===== config.mk =====
export PLATFORM = sky130hd
export DESIGN_NAME = sar_rd_ctrl
export DESIGN_NICKNAME = d
export VERILOG_FILES = /design/src/rtl/sar_rd_pkg.sv /design/src/rtl/sar_rd_frame_timer.sv /design/src/rtl/sar_rd_sclk_gen.sv /design/src/rtl/sar_rd_capture.sv /design/src/rtl/sar_rd_ctrl.sv
export SDC_FILE = /design/constraint.sdc
export NUM_CORES = 1
export LEC_CHECK = 0
export ABC_AREA = 1
export BUFFER_PORTS_ARGS = -buffer_cell sky130_fd_sc_hd__buf_2
export CAP_MARGIN = 5
export CORE_MARGIN = 4
export CORE_UTILIZATION = 46
export CTS_BUF_LIST = sky130_fd_sc_hd__clkbuf_4 sky130_fd_sc_hd__clkbuf_8 sky130_fd_sc_hd__clkbuf_16
export DETAILED_ROUTE_END_ITERATION = 6
export GPL_ROUTABILITY_DRIVEN = 0
export MAX_ROUTING_LAYER = met4
export PLACE_DENSITY = 0.7
export SLEW_MARGIN = 10
export SYNTH_ARGS = -nofsm -noshare
export SYNTH_HDL_FRONTEND = slang
export SYNTH_SLANG_ARGS = --single-unit

===== constraint.sdc =====
create_clock -name clk -period 2 [get_ports clk]
set_clock_uncertainty 0.05 [all_clocks]
set_input_delay 0.1 -clock clk [delete_from_list [all_inputs] [get_ports clk]]
set_output_delay 0.1 -clock clk [all_outputs]
set_load 0.05 [all_outputs]

===== src/rtl/sar_rd_pkg.sv =====
`timescale 1ns/1ps
package sar_rd_pkg;
    typedef enum logic [2:0] {
        ST_IDLE,
        ST_CONV,
        ST_SETUP,
        ST_SHIFT,
        ST_REST
    } sar_st_e;
endpackage


===== src/rtl/sar_rd_frame_timer.sv =====
`timescale 1ns/1ps
module sar_rd_frame_timer #(
    parameter int FRAME_CYC = 200
) (
    input  logic clk,
    input  logic rst,
    input  logic run_i,
    output logic last_o
);
    localparam int FW = $clog2(FRAME_CYC);

    logic [FW-1:0] cnt;

    always_ff @(posedge clk) begin
        if (rst || !run_i) begin
            cnt <= '0;
        end else if (last_o) begin
            cnt <= '0;
        end else begin
            cnt <= cnt + FW'(1);
        end
    end

    assign last_o = run_i && (cnt == FW'(FRAME_CYC - 1));
endmodule


===== src/rtl/sar_rd_sclk_gen.sv =====
`timescale 1ns/1ps
module sar_rd_sclk_gen #(
    parameter int NBITS  = 18,
    parameter int SCK_DIV = 3,
    parameter int SCK_HI  = 1
) (
    input  logic clk,
    input  logic rst,
    input  logic active_i,
    output logic sclk_o,
    output logic cap_o,
    output logic last_cap_o,
    output logic done_o
);
    localparam int PW = $clog2(SCK_DIV);
    localparam int BW = $clog2(NBITS);

    logic [PW-1:0] phase;
    logic [BW-1:0] bitn;
    logic          period_end;
    logic          final_bit;

    assign period_end = (phase == PW'(SCK_DIV - 1));
    assign final_bit  = (bitn == BW'(NBITS - 1));

    always_ff @(posedge clk) begin
        if (rst || !active_i) begin
            phase <= '0;
            bitn  <= '0;
        end else if (period_end) begin
            phase <= '0;
            bitn  <= bitn + BW'(1);
        end else begin
            phase <= phase + PW'(1);
        end
    end

    assign sclk_o     = active_i && (phase < PW'(SCK_HI));
    assign cap_o      = active_i && (phase == '0);
    assign last_cap_o = cap_o && final_bit;
    assign done_o     = active_i && period_end && final_bit;
endmodule


===== src/rtl/sar_rd_capture.sv =====
`timescale 1ns/1ps
module sar_rd_capture #(
    parameter int NBITS = 18
) (
    input  logic             clk,
    input  logic             rst,
    input  logic             cap_i,
    input  logic             last_i,
    input  logic             sdo_i,
    output logic [NBITS-1:0] data_o,
    output logic             valid_o
);
    logic [NBITS-1:0] sr;

    always_ff @(posedge clk) begin
        if (rst) begin
            sr      <= '0;
            data_o  <= '0;
            valid_o <= 1'b0;
        end else begin
            valid_o <= 1'b0;
            if (cap_i) begin
                sr <= {sr[NBITS-2:0], sdo_i};
            end
            if (last_i) begin
                data_o  <= {sr[NBITS-2:0], sdo_i};
                valid_o <= 1'b1;
            end
        end
    end

    AST_VALID_ONE_CYCLE: assert property (@(posedge clk) disable iff (rst)
        valid_o |=> !valid_o);
endmodule


===== src/rtl/sar_rd_ctrl.sv =====
`timescale 1ns/1ps
module sar_rd_ctrl
    import sar_rd_pkg::*;
#(
    parameter int NBITS     = 18,
    parameter int CONV_CYC  = 142,
    parameter int SETUP_CYC = 2,
    parameter int SCK_DIV   = 3,
    parameter int SCK_HI    = 1,
    parameter int FRAME_CYC = 200
) (
    input  logic             clk,
    input  logic             rst,
    input  logic             en_i,
    input  logic             sdo_i,
    output logic             cnv_o,
    output logic             sclk_o,
    output logic [NBITS-1:0] data_o,
    output logic             valid_o
);
    localparam int DLY_MAX = (CONV_CYC > SETUP_CYC) ? CONV_CYC : SETUP_CYC;
    localparam int DW      = $clog2(DLY_MAX + 1);
    localparam int FIT_CYC = CONV_CYC + SETUP_CYC + NBITS * SCK_DIV;
    localparam int CW      = $clog2(FRAME_CYC + 2);
    localparam int RW      = $clog2(NBITS + 2);

    if (FIT_CYC >= FRAME_CYC || SCK_HI < 1 || SCK_HI >= SCK_DIV
        || SETUP_CYC < 1 || CONV_CYC < 1 || NBITS < 2) begin : g_fit_bad
        $error("sar_rd_ctrl: timing parameters do not fit in one frame");
    end

    sar_st_e       state;
    sar_st_e       state_n;
    logic [DW-1:0] dly;
    logic          frame_last;
    logic          shift_on;
    logic          cap;
    logic          last_cap;
    logic          shift_done;

    // state register with dwell counter
    always_ff @(posedge clk) begin
        if (rst) begin
            state <= ST_IDLE;
            dly   <= '0;
        end else begin
            state <= state_n;
            dly   <= (state_n != state) ? '0 : dly + DW'(1);
        end
    end

    // next state
    always_comb begin
        state_n = state;
        unique case (state)
            ST_IDLE:  if (en_i) state_n = ST_CONV;
            ST_CONV:  if (dly == DW'(CONV_CYC - 1)) state_n = ST_SETUP;
            ST_SETUP: if (dly == DW'(SETUP_CYC - 1)) state_n = ST_SHIFT;
            ST_SHIFT: if (shift_done) state_n = ST_REST;
            ST_REST:  if (frame_last) state_n = en_i ? ST_CONV : ST_IDLE;
            default:  state_n = ST_IDLE;
        endcase
    end

    // outputs
    always_comb begin
        cnv_o    = (state == ST_CONV);
        shift_on = (state == ST_SHIFT);
    end

    sar_rd_frame_timer #(
        .FRAME_CYC(FRAME_CYC)
    ) u_frame (
        .clk   (clk),
        .rst   (rst),
        .run_i (state != ST_IDLE),
        .last_o(frame_last)
    );

    sar_rd_sclk_gen #(
        .NBITS  (NBITS),
        .SCK_DIV(SCK_DIV),
        .SCK_HI (SCK_HI)
    ) u_sclk (
        .clk       (clk),
        .rst       (rst),
        .active_i  (shift_on),
        .sclk_o    (sclk_o),
        .cap_o     (cap),
        .last_cap_o(last_cap),
        .done_o    (shift_done)
    );

    sar_rd_capture #(
        .NBITS(NBITS)
    ) u_cap (
        .clk    (clk),
        .rst    (rst),
        .cap_i  (cap),
        .last_i (last_cap),
        .sdo_i  (sdo_i),
        .data_o (data_o),
        .valid_o(valid_o)
    );

    // ---------------- checking counters and assertions ----------------
    logic          cnv_d;
    logic          sclk_d;
    logic          rise_seen;
    logic [CW-1:0] chk_hi;
    logic [CW-1:0] chk_fr;
    logic [RW-1:0] chk_rises;

    always_ff @(posedge clk) begin
        if (rst) begin
            cnv_d     <= 1'b0;
            sclk_d    <= 1'b0;
            rise_seen <= 1'b0;
            chk_hi    <= '0;
            chk_fr    <= '0;
            chk_rises <= '0;
        end else begin
            cnv_d  <= cnv_o;
            sclk_d <= sclk_o;
            chk_hi <= cnv_o ? chk_hi + CW'(1) : '0;
            if (cnv_o && !cnv_d) begin
                chk_fr    <= CW'(1);
                rise_seen <= 1'b1;
            end else if (chk_fr != {CW{1'b1}}) begin
                chk_fr <= chk_fr + CW'(1);
            end
            if (cnv_o) begin
                chk_rises <= '0;
            end else if (sclk_o && !sclk_d && chk_rises != {RW{1'b1}}) begin
                chk_rises <= chk_rises + RW'(1);
            end
        end
    end

    AST_RST_QUIET: assert property (@(posedge clk)
        $past(rst) |-> (!cnv_o && !sclk_o && !valid_o));

    AST_CONV_HOLD: assert property (@(posedge clk) disable iff (rst)
        ($fell(cnv_o) && !$past(rst)) |-> (chk_hi == CW'(CONV_CYC)));

    AST_SCLK_QUIET: assert property (@(posedge clk) disable iff (rst)
        cnv_o |-> !sclk_o);

    AST_BIT_COUNT: assert property (@(posedge clk) disable iff (rst)
        valid_o |-> (chk_rises == RW'(NBITS)));

    AST_FRAME_SPACING: assert property (@(posedge clk) disable iff (rst)
        (cnv_o && !cnv_d && rise_seen) |-> (chk_fr >= CW'(FRAME_CYC)));
endmodule


==> results.yml, run 1 <==
run_status:
  outcome: "finished, final reports clean"
clock_network:
  cts_tree: "yes"
  numCtsBuffers: 9
  post-cts-setup-buffers: 0
  cts_resized: 0
  cts_buffer_depth: 2
  cts_root_buffer: "clkbuf_8"
  ctsHoldBuffers: 1
  clk_transition_reported_paths_ns: 0.07
  cts.sinks: 62
  cts_max_level: 3
  clkLatencyLatePin_ns: 0.33
sta:
  finalSetupTns_ns: 0
  maxSlewViolCount: 0
  rsz0062_at_grt: "false"
  final.min_clock_period_ns: 1.647
  slew_headroom_pct: 78.38
  finalHoldViolations: 0
  setup_violations: 0
  max_freq_mhz: 607.1
  post-route-period-util_pct: 82.36
  finalHoldWorstSlack_ns: 0.04838
  tightest_slew_ns: 0.3235
logic_synthesis:
  syn-num-nets: 325
  postSynthAreaPerCell_sq_um: 8.252
  synthTopCellsByArea: "dfxtp_1, inv_1, nor2_1, a21oi_1, nand3_1"
  yosysUniqueCellTypes: 31
  syn_area_sq_um: 2591
  synth.top_cell.area_share_pct: 47.90
  syn_inst: 314
  yosysTopAreaCell: "dfxtp_1"
  ys_seq_elements: 62
  ys_warn_count: 0
  ys_seq_area_share_pct: 47.90
min_path:
  hold_class: "in2reg"
detailed_routing:
  wire_per_inst_microns: 10.41
  first_pass_iters: 4
  via_count: 1970
  detail-route-antenna-nets: 0
  drt_iter0_markers: 93
  routed_via_density: 4.702
  wl_microns: 4360
  drc_errors: 0
setup_path:
  required_ns: 2.21
  crit_slowest_cell: "dfxtp_1"
  startpoint_type: "flop"
  cp.buffers_inverters: 2
  end_kind: "flop"
  crit_family: "simple AND/OR/NAND/NOR gates"
  critical_path_class: "reg2reg"
  cp_cell_sequence: "inv_1, ha_1, inv_1, nor2_1, nand2_2, nand3_1, nand2_1, nor2_2, nand3_2, nor2_1"
  slowest_delay_ns: 0.31
  worstPathArrival_ns: 1.86
  cp_max_fo: 8
layout:
  antenna_cells: 0
  mostFrequentLayoutCells: "dfxtp_1, inv_1, nor2_1, nand2_1"
  drive_gt1_share_pct: 20.46
  nets: 353
  area_delta_synth_final_pct: 14.63
  layout_commonest_cell: "dfxtp_1"
floorplanning:
  die_x_microns: 83.06
  dieArea_sq_um: 6898
  core_sq_um: 5473
  start_util_pct: 47.35
  pin_count: 25
  die_height_microns: 83.06
  rows: 27
global_routing:
  antenna_found_initial: 0
  grt_usage_pct: 14.52
  grt_max_degree: 35
  grt_overflow: 0
  grt_pass1_vias: 1911
  grt_pass1_wl_microns: 8017
pwr:
  cellPowerDensity_nw_per_um2: 810.9
  leakage_nw: 1.226
  ir_worst_vdd_mv: 0.3681
place:
  dp_hpwl_microns: 3085
  io_buffer_count: 24
run:
  drv_cap: 0
[cell usage after synthesis, drive strengths merged]
library cell,number
a211oi,1
a21oi,25
a31oi,2
and3,1
buf,7
clkbuf,3
clkinv,2
dfxtp,62
ha,7
inv,43
nand2,35
nand3,28
nand4,3
nor2,38
nor3,10
nor3b,4
o21ai,34
or2,1
xnor2,2
xor2,6
[power breakdown]
part           switching (mW)  total, mW  internal [mW]
combinational          0.0528     0.0776         0.0248
clock                   0.477       1.08          0.604
sequential            0.00783       1.25           1.24
total                   0.538       2.41           1.87
[final timing paths]
kind	from	end	slack (ns)	depth (start not counted)
worst max register to register	u_sclk.phase[0]	dly[4]	0.35	10
worst min-delay path	rst	state[0]	0.05	2
worst min register to register	u_sclk.phase[0]	u_sclk.phase[0]	0.37	1
worst max-delay path	u_sclk.phase[0]	dly[4]	0.35	10
[logic make-up (layout without fill, tap and decap cells)]
logic type | count (synthesis) | in the layout | share of synthesized area, %
XOR/XNOR | 8 | 8 | 2.704
AND/OR/NAND/NOR | 120 | 120 | 23.42
adder cells (fa/ha/maj) | 7 | 7 | 3.380
AO/OA/AOI/OAI | 62 | 62 | 13.76
flip-flops | 62 | 62 | 47.90
buffers and inverters | 55 | 88 | 8.836
[state kept, by name, indices dropped and copies added (netlist names)]
signal and cells:
state 3, u_sclk.phase 2, u_cap.valid_o 1, u_cap.sr 17
u_sclk.bitn 5, dly 8, u_frame.cnt 8, u_cap.data_o 18
[metrics by stage]
stage | total power [mW] | setup WS, ns | std cells | cell area [sq um] | utilization (%)
after floorplan | 1.337 | 0.1038 | 314 | 2591 | -
after global placement | 1.354 | 0.4112 | 402 | 2761 | 50.46
after detailed placement | 1.355 | 0.3317 | 402 | 2761 | 50.46
after CTS | 2.441 | 0.3183 | 419 | 2970 | 54.28
after global routing | 2.511 | 0.1123 | 419 | 2970 | 54.28
final | 2.409 | 0.3528 | 419 | 2970 | 54.28
[area by class of cell]
cell class                 count  area (sq um)
fill                         528          2502
timing repair buffer          27         145.1
clock buffer                  10         137.6
sequential                    62          1241
clock inverter                 6         61.31
tap                           72         90.09
multi-input combinational    197          1121
inverter                      45         173.9
[routing by layer]
layer	up-vias	track usage (%)	routed length, microns	part of all wire, %
met5	-	-	0	0
met4	0	7.578	77	1.8
met3	9	4.067	163	3.7
met2	21	22.74	1997	46
met1	866	16.96	2123	49
li1	1074	-	-	-
Power figures use the tool's default switching activity.
==> run 2: changes to the inputs <==
clock period = 1.7 ns   (was 2 ns; I/O delays follow)
==> run 2 against run 1 <==
Non-clock buffer count grew 3. Final cell count grew 0.72%. Total power grew 36%. Sequential power grew 18%. Wire length grew 2.4%. Clock-buffer cell count is the same. Register-to-register slack lost 0.20 ns. First-iteration DRC count grew 12%.
==> results.yml, run 2 (synthesized netlist as in run 1, its figures left out) <==
detailed_routing:
  via_count: 2024
  wl_microns: 4464
  routed_via_density: 4.796
  detail-route-antenna-nets: 0
  wire_per_inst_microns: 10.58
  drc_errors: 0
  drt_iter0_markers: 104
  first_pass_iters: 4
sta:
  setup_violations: 0
  post-route-period-util_pct: 91.12
  slew_headroom_pct: 79.38
  max_freq_mhz: 645.6
  maxSlewViolCount: 0
  final.min_clock_period_ns: 1.549
  tightest_slew_ns: 0.3084
  finalHoldViolations: 0
clock_network:
  clkLatencyLatePin_ns: 0.34
  cts_max_level: 3
  cts_root_buffer: "clkbuf_8"
  clk_transition_reported_paths_ns: 0.06
  cts_tree: "yes"
  cts.sinks: 62
  numCtsBuffers: 9
  cts_buffer_depth: 2
  post-cts-setup-buffers: 0
setup_path:
  r2r_slack_ns: 0.15
  required_ns: 1.88
  slowest_delay_ns: 0.38
  crit_family: "simple AND/OR/NAND/NOR gates"
  startpoint_type: "flop"
  worstReg2RegEnd: "dly[6]"
  worstPathArrival_ns: 1.72
  cp.buffers_inverters: 0
  rr_startpoint: "u_sclk.bitn[0]"
  path_common_cell: "nand2_1"
  cp_cell_sequence: "ha_1, nand4_1, nand2_1, nand2_1, nor2_1, nand2_1, nand3_4, nor2_1"
  cp_max_fo: 8
  end_kind: "flop"
  reg2reg_depth: 8
  crit_slowest_cell: "dfxtp_1"
  cp.depth: 8
  critical_path_class: "reg2reg"
run_status:
  outcome: "finished, final reports clean"
layout:
  stdcell_count: 422
  top_register: "u_cap.data_o"
  area_delta_synth_final_pct: 18.69
  antenna_cells: 0
  nFillCells: 511
  drive_gt1_share_pct: 21.43
  layout_commonest_cell: "dfxtp_1"
  mostFrequentLayoutCells: "dfxtp_1, inv_1, nor2_1, nand2_1"
  largest_reg_flops: 18
  nets: 356
  top_regs: "u_cap.data_o (18), u_cap.sr (17)"
floorplanning:
  dieArea_sq_um: 6898
  die_x_microns: 83.06
  start_util_pct: 47.35
  pin_count: 25
  rows: 27
  die_height_microns: 83.06
  core_sq_um: 5473
global_routing:
  grt_max_degree: 35
  grt_pass1_wl_microns: 8100
  grt_overflow: 0
  antenna_found_initial: 0
  grt_usage_pct: 14.73
  grt_pass1_vias: 1905
pwr:
  power_mw: 3.275
  swShare_pct: 19.66
  p_seq_share_pct: 44.9
  cellPowerDensity_nw_per_um2: 1065
  combPwrFrac_pct: 3.0
  leakage_nw: 1.272
  power_frac_clock_pct: 52.1
  ir_worst_vdd_mv: 0.5848
  p_int_mw: 2.631
  p_switching_mw: 0.6437
place:
  dp_hpwl_microns: 3065
  io_buffer_count: 24
  post-place-cells: 405
min_path:
  hold_class: "in2reg"
  hp-start: "rst"
  hold_depth: 2
  hold_end: "state[0]"
run:
  drv_cap: 0
-- run 2: cell type report --
cell class | count | area [sq um] | area share (%)
Sequential cell | 62 | 1241 | 40.36
Tap cell | 72 | 90.09 | 2.929
Inverter | 45 | 173.9 | 5.655
Timing Repair Buffer | 30 | 167.7 | 5.452
Clock buffer | 10 | 131.4 | 4.272
Multi-Input combinational cell | 197 | 1137 | 36.98
Clock inverter | 6 | 133.9 | 4.353
-- run 2: layer usage --
layer / track usage [%] / wire (microns)
met1: 17.48 / 2142
met2: 22.30 / 2063
met3: 4.167 / 162
met4: 8.470 / 95
met5: - / 0
-- run 2: how the worst max path moves through the flow --
| stage | from | endpoint | slack (ns) |
|---|---|---|---|
| 6_report | u_sclk.bitn[0] | dly[6] | 0.15 |
| 4_1_cts | u_sclk.phase[0] | dly[2] | 0.12 |
| 2_1_floorplan | state[0] | dly[0] | 0.05 |
| 3_5_place_dp | u_sclk.bitn[0] | dly[2] | 0.14 |
| 3_3_place_gp | u_sclk.bitn[0] | dly[7] | 0.17 |
| 5_1_grt | dly[0] | dly[6] | -0.01 |
-- run 2: metrics by stage --
stage | setup WS [ns] | hold WS (ns) | setup TNS, ns | util [%] | instance area (sq um)
after floorplan | 0.04626 | 0.1381 | 0 | - | 2597
after global placement | 0.1744 | 0.2562 | 0 | 50.98 | 2790
after detailed placement | 0.1376 | 0.2532 | 0 | 50.98 | 2790
after CTS | 0.1179 | 0.02762 | 0 | 56.01 | 3065
after global routing | -0.01340 | 0.04304 | -0.03657 | 56.20 | 3075
final | 0.1510 | 0.03814 | 0 | 56.20 | 3075
-- run 2: timing repair --
item,in CTS,in global routing
setup endpoints to repair,0,8
resized for setup,0,2
hold endpoints to repair,1,0
hold buffers,1,0
-- run 2: power groups by stage --
| stage | registers (mW) | logic (mW) | clock network (mW) |
|---|---|---|---|
| 6_report | 1.47 | 0.0975 | 1.71 |
| 5_1_grt | 1.47 | 0.112 | 1.79 |
| 4_1_cts | 1.47 | 0.0947 | 1.73 |
| 3_5_place_dp | 1.50 | 0.0923 | 0 |
| 3_3_place_gp | 1.50 | 0.0922 | 0 |
| 2_1_floorplan | 1.50 | 0.0724 | 0 |
==> run 3: changes to the inputs <==
ABC_AREA = 0   (was 1)
RECOVER_POWER = 25   (was not set)
SKIP_CTS_REPAIR_TIMING = 1   (was not set)
==> run 3 against run 2 <==
The flow now finishes with violations (setup timing). Non-clock buffer count is 18 higher. Synthesized area is 0.97% lower. Flip-flop and latch count stayed put. Hold slack better by 0.33 ns. Wire length is 14% higher. Core utilization is 4.1 points higher. Combinational power is 41% higher. Clock power is 25% lower. Critical path depth is 1 lower. Synthesized cell count is 8.6% lower. Die area is 0.88% lower.
==> results.yml, run 3 <==
sta:
  maxSlewViolCount: 0
  rsz0062_at_grt: "true"
  post-route-period-util_pct: 100.2
  tightest_slew_ns: 0.6163
  finalHoldViolations: 0
  max_freq_mhz: 587.2
  slew_headroom_pct: 59.09
  setup_violations: 1
  final.min_clock_period_ns: 1.703
  setup_slack_ns: -0.003104
layout:
  antenna_cells: 0
  top_regs: "u_cap.data_o (18), u_cap.sr (17)"
  mostFrequentLayoutCells: "nand2_1, dfxtp_1, a21oi_1, clkbuf_1, buf_4"
  nets: 344
  design_area_sq_um: 3177
  layout_commonest_cell: "nand2_1"
  drive_gt1_share_pct: 22.19
  nFillCells: 459
  fin_util_pct: 60.28
  top_register: "u_cap.data_o"
  area_delta_synth_final_pct: 23.79
  largest_reg_flops: 18
clock_network:
  cts.sinks: 62
  clk_transition_reported_paths_ns: 0.07
  cts_buffer_depth: 2
  cts_tree: "yes"
  clkLatencyLatePin_ns: 0.34
  numCtsBuffers: 9
  cts_root_buffer: "clkbuf_8"
  cts_max_level: 3
logic_synthesis:
  synth.top_cell.area_share_pct: 48.37
  ys_seq_elements: 62
  syn-num-nets: 298
  ys_warn_count: 0
  postSynthAreaPerCell_sq_um: 8.942
  synth_edf_count: 0
  syn_area_sq_um: 2566
  ys_seq_area_share_pct: 48.37
  syn_inst: 287
  yosysTopAreaCell: "dfxtp_1"
  synth_most_common_cell: "nand2_1"
  yosysUniqueCellTypes: 41
  synth-async-reset-ratio_pct: 0
  synth_common_cells: "nand2_1, dfxtp_1, a21oi_1"
  synthTopCellsByArea: "dfxtp_1, nand2_1, a21oi_1, xor2_1, ha_1"
  synth_ff_type: "dfxtp_1"
setup_path:
  end_kind: "flop"
  startpoint_type: "flop"
  critPathCapture: "dly[1]"
  worstPathArrival_ns: 1.91
  reg2reg_depth: 7
  worstReg2RegEnd: "dly[1]"
  slowest_delay_ns: 0.40
  required_ns: 1.91
  r2r_slack_ns: -0.003
  crit_slowest_cell: "a311o_1"
  cp_cell_sequence: "ha_4, nand4b_1, buf_4, o41ai_4, a311o_1, buf_6, a211oi_2"
  rr_startpoint: "u_frame.cnt[0]"
  cp_max_fo: 5
  cp.depth: 7
  crit_path_start: "u_frame.cnt[0]"
  crit_family: "compound AO/OA/AOI/OAI gates"
  cp.buffers_inverters: 2
  critical_path_class: "reg2reg"
detailed_routing:
  wire_per_inst_microns: 12.49
  routed_via_density: 5.051
  drc_errors: 0
  detail-route-antenna-nets: 0
  wl_microns: 5094
  via_count: 2061
  drt_iter0_markers: 105
  first_pass_iters: 4
global_routing:
  grt_pass1_vias: 1968
  grt_usage_pct: 17.18
  grt_overflow: 0
  grt_pass1_wl_microns: 8542
  grt_max_degree: 38
  antenna_found_initial: 0
floorplanning:
  core_sq_um: 5270
  pin_count: 25
  die_x_microns: 82.69
  rows: 26
  start_util_pct: 48.69
  dieArea_sq_um: 6838
  die_height_microns: 82.69
run_status:
  failed_checks: "setup timing"
  outcome: "finished with violations"
run:
  drv_cap: 0
pwr:
  leakage_nw: 1.076
  cellPowerDensity_nw_per_um2: 907.5
  ir_worst_vdd_mv: 0.4185
place:
  post_dp_cell_area_sq_um: 2828
  io_buffer_count: 24
  dp_hpwl_microns: 3290
min_path:
  hold_class: "reg2reg"
[run 3: cells by family (layout without fill, tap and decap cells)]
family,after synthesis,in the layout,synth area share [%]
AOI/OAI and AO/OA,56,56,14.72
xor gates and xnor gates,16,16,5.461
adders and majority gates,7,7,3.413
buffers and inverters,22,73,5.216
DFF,62,62,48.37
and+or+nand+nor,124,124,22.82
[run 3: worst min-delay path by stage]
stage                          startpoint         endpoint  cells after the start
after floorplan                     sdo_i      u_cap.sr[0]                      2
after global placement              sdo_i      u_cap.sr[0]                      3
after detailed placement            sdo_i      u_cap.sr[0]                      3
after CTS                             rst         state[0]                      2
after global routing      u_sclk.phase[0]  u_sclk.phase[0]                      1
final                     u_sclk.phase[0]  u_sclk.phase[0]                      1
[run 3: final cells by class]
| type | instances | area (sq um) | area share [%] |
|---|---|---|---|
| clock buffer | 9 | 123.9 | 3.899 |
| clock inverter | 7 | 73.82 | 2.324 |
| inverter | 9 | 33.78 | 1.063 |
| multi-input combinational | 203 | 1287 | 40.53 |
| sequential | 62 | 1251 | 39.39 |
| tap | 70 | 87.58 | 2.757 |
| timing repair buffer | 48 | 319.1 | 10.04 |
[run 3: power breakdown]
| part | internal (mW) | switching (mW) | total [mW] |
|---|---|---|---|
| clock network | 0.677 | 0.600 | 1.28 |
| logic | 0.0614 | 0.0761 | 0.137 |
| registers | 1.46 | 0.00875 | 1.47 |
[run 3: per-stage QoR]
step / std cells / total power, mW / hold WS, ns / setup WS (ns) / setup TNS [ns]
floorplan: 287 / 1.569 / 0.1710 / 0.07542 / 0
global placement: 387 / 1.609 / 0.2937 / 0.06163 / 0
detailed placement: 387 / 1.611 / 0.2981 / -0.03324 / -0.09955
CTS: 403 / 2.890 / -0.07440 / -0.1552 / -0.3599
global route: 408 / 3.000 / 0.4082 / -0.1008 / -0.6049
finish: 408 / 2.883 / 0.3699 / -0.003104 / -0.003104
[run 3: routing by layer]
layer  global-route usage [%]  share of wire (%)  wire, microns  vias up
li1                         -                  -              -     1063
met1                    20.05                 46           2331      953
met2                    26.28                 48           2455       37
met3                    4.230                4.0            204        8
met4                    11.11                2.0            104        0
met5                        -                  0              0        -
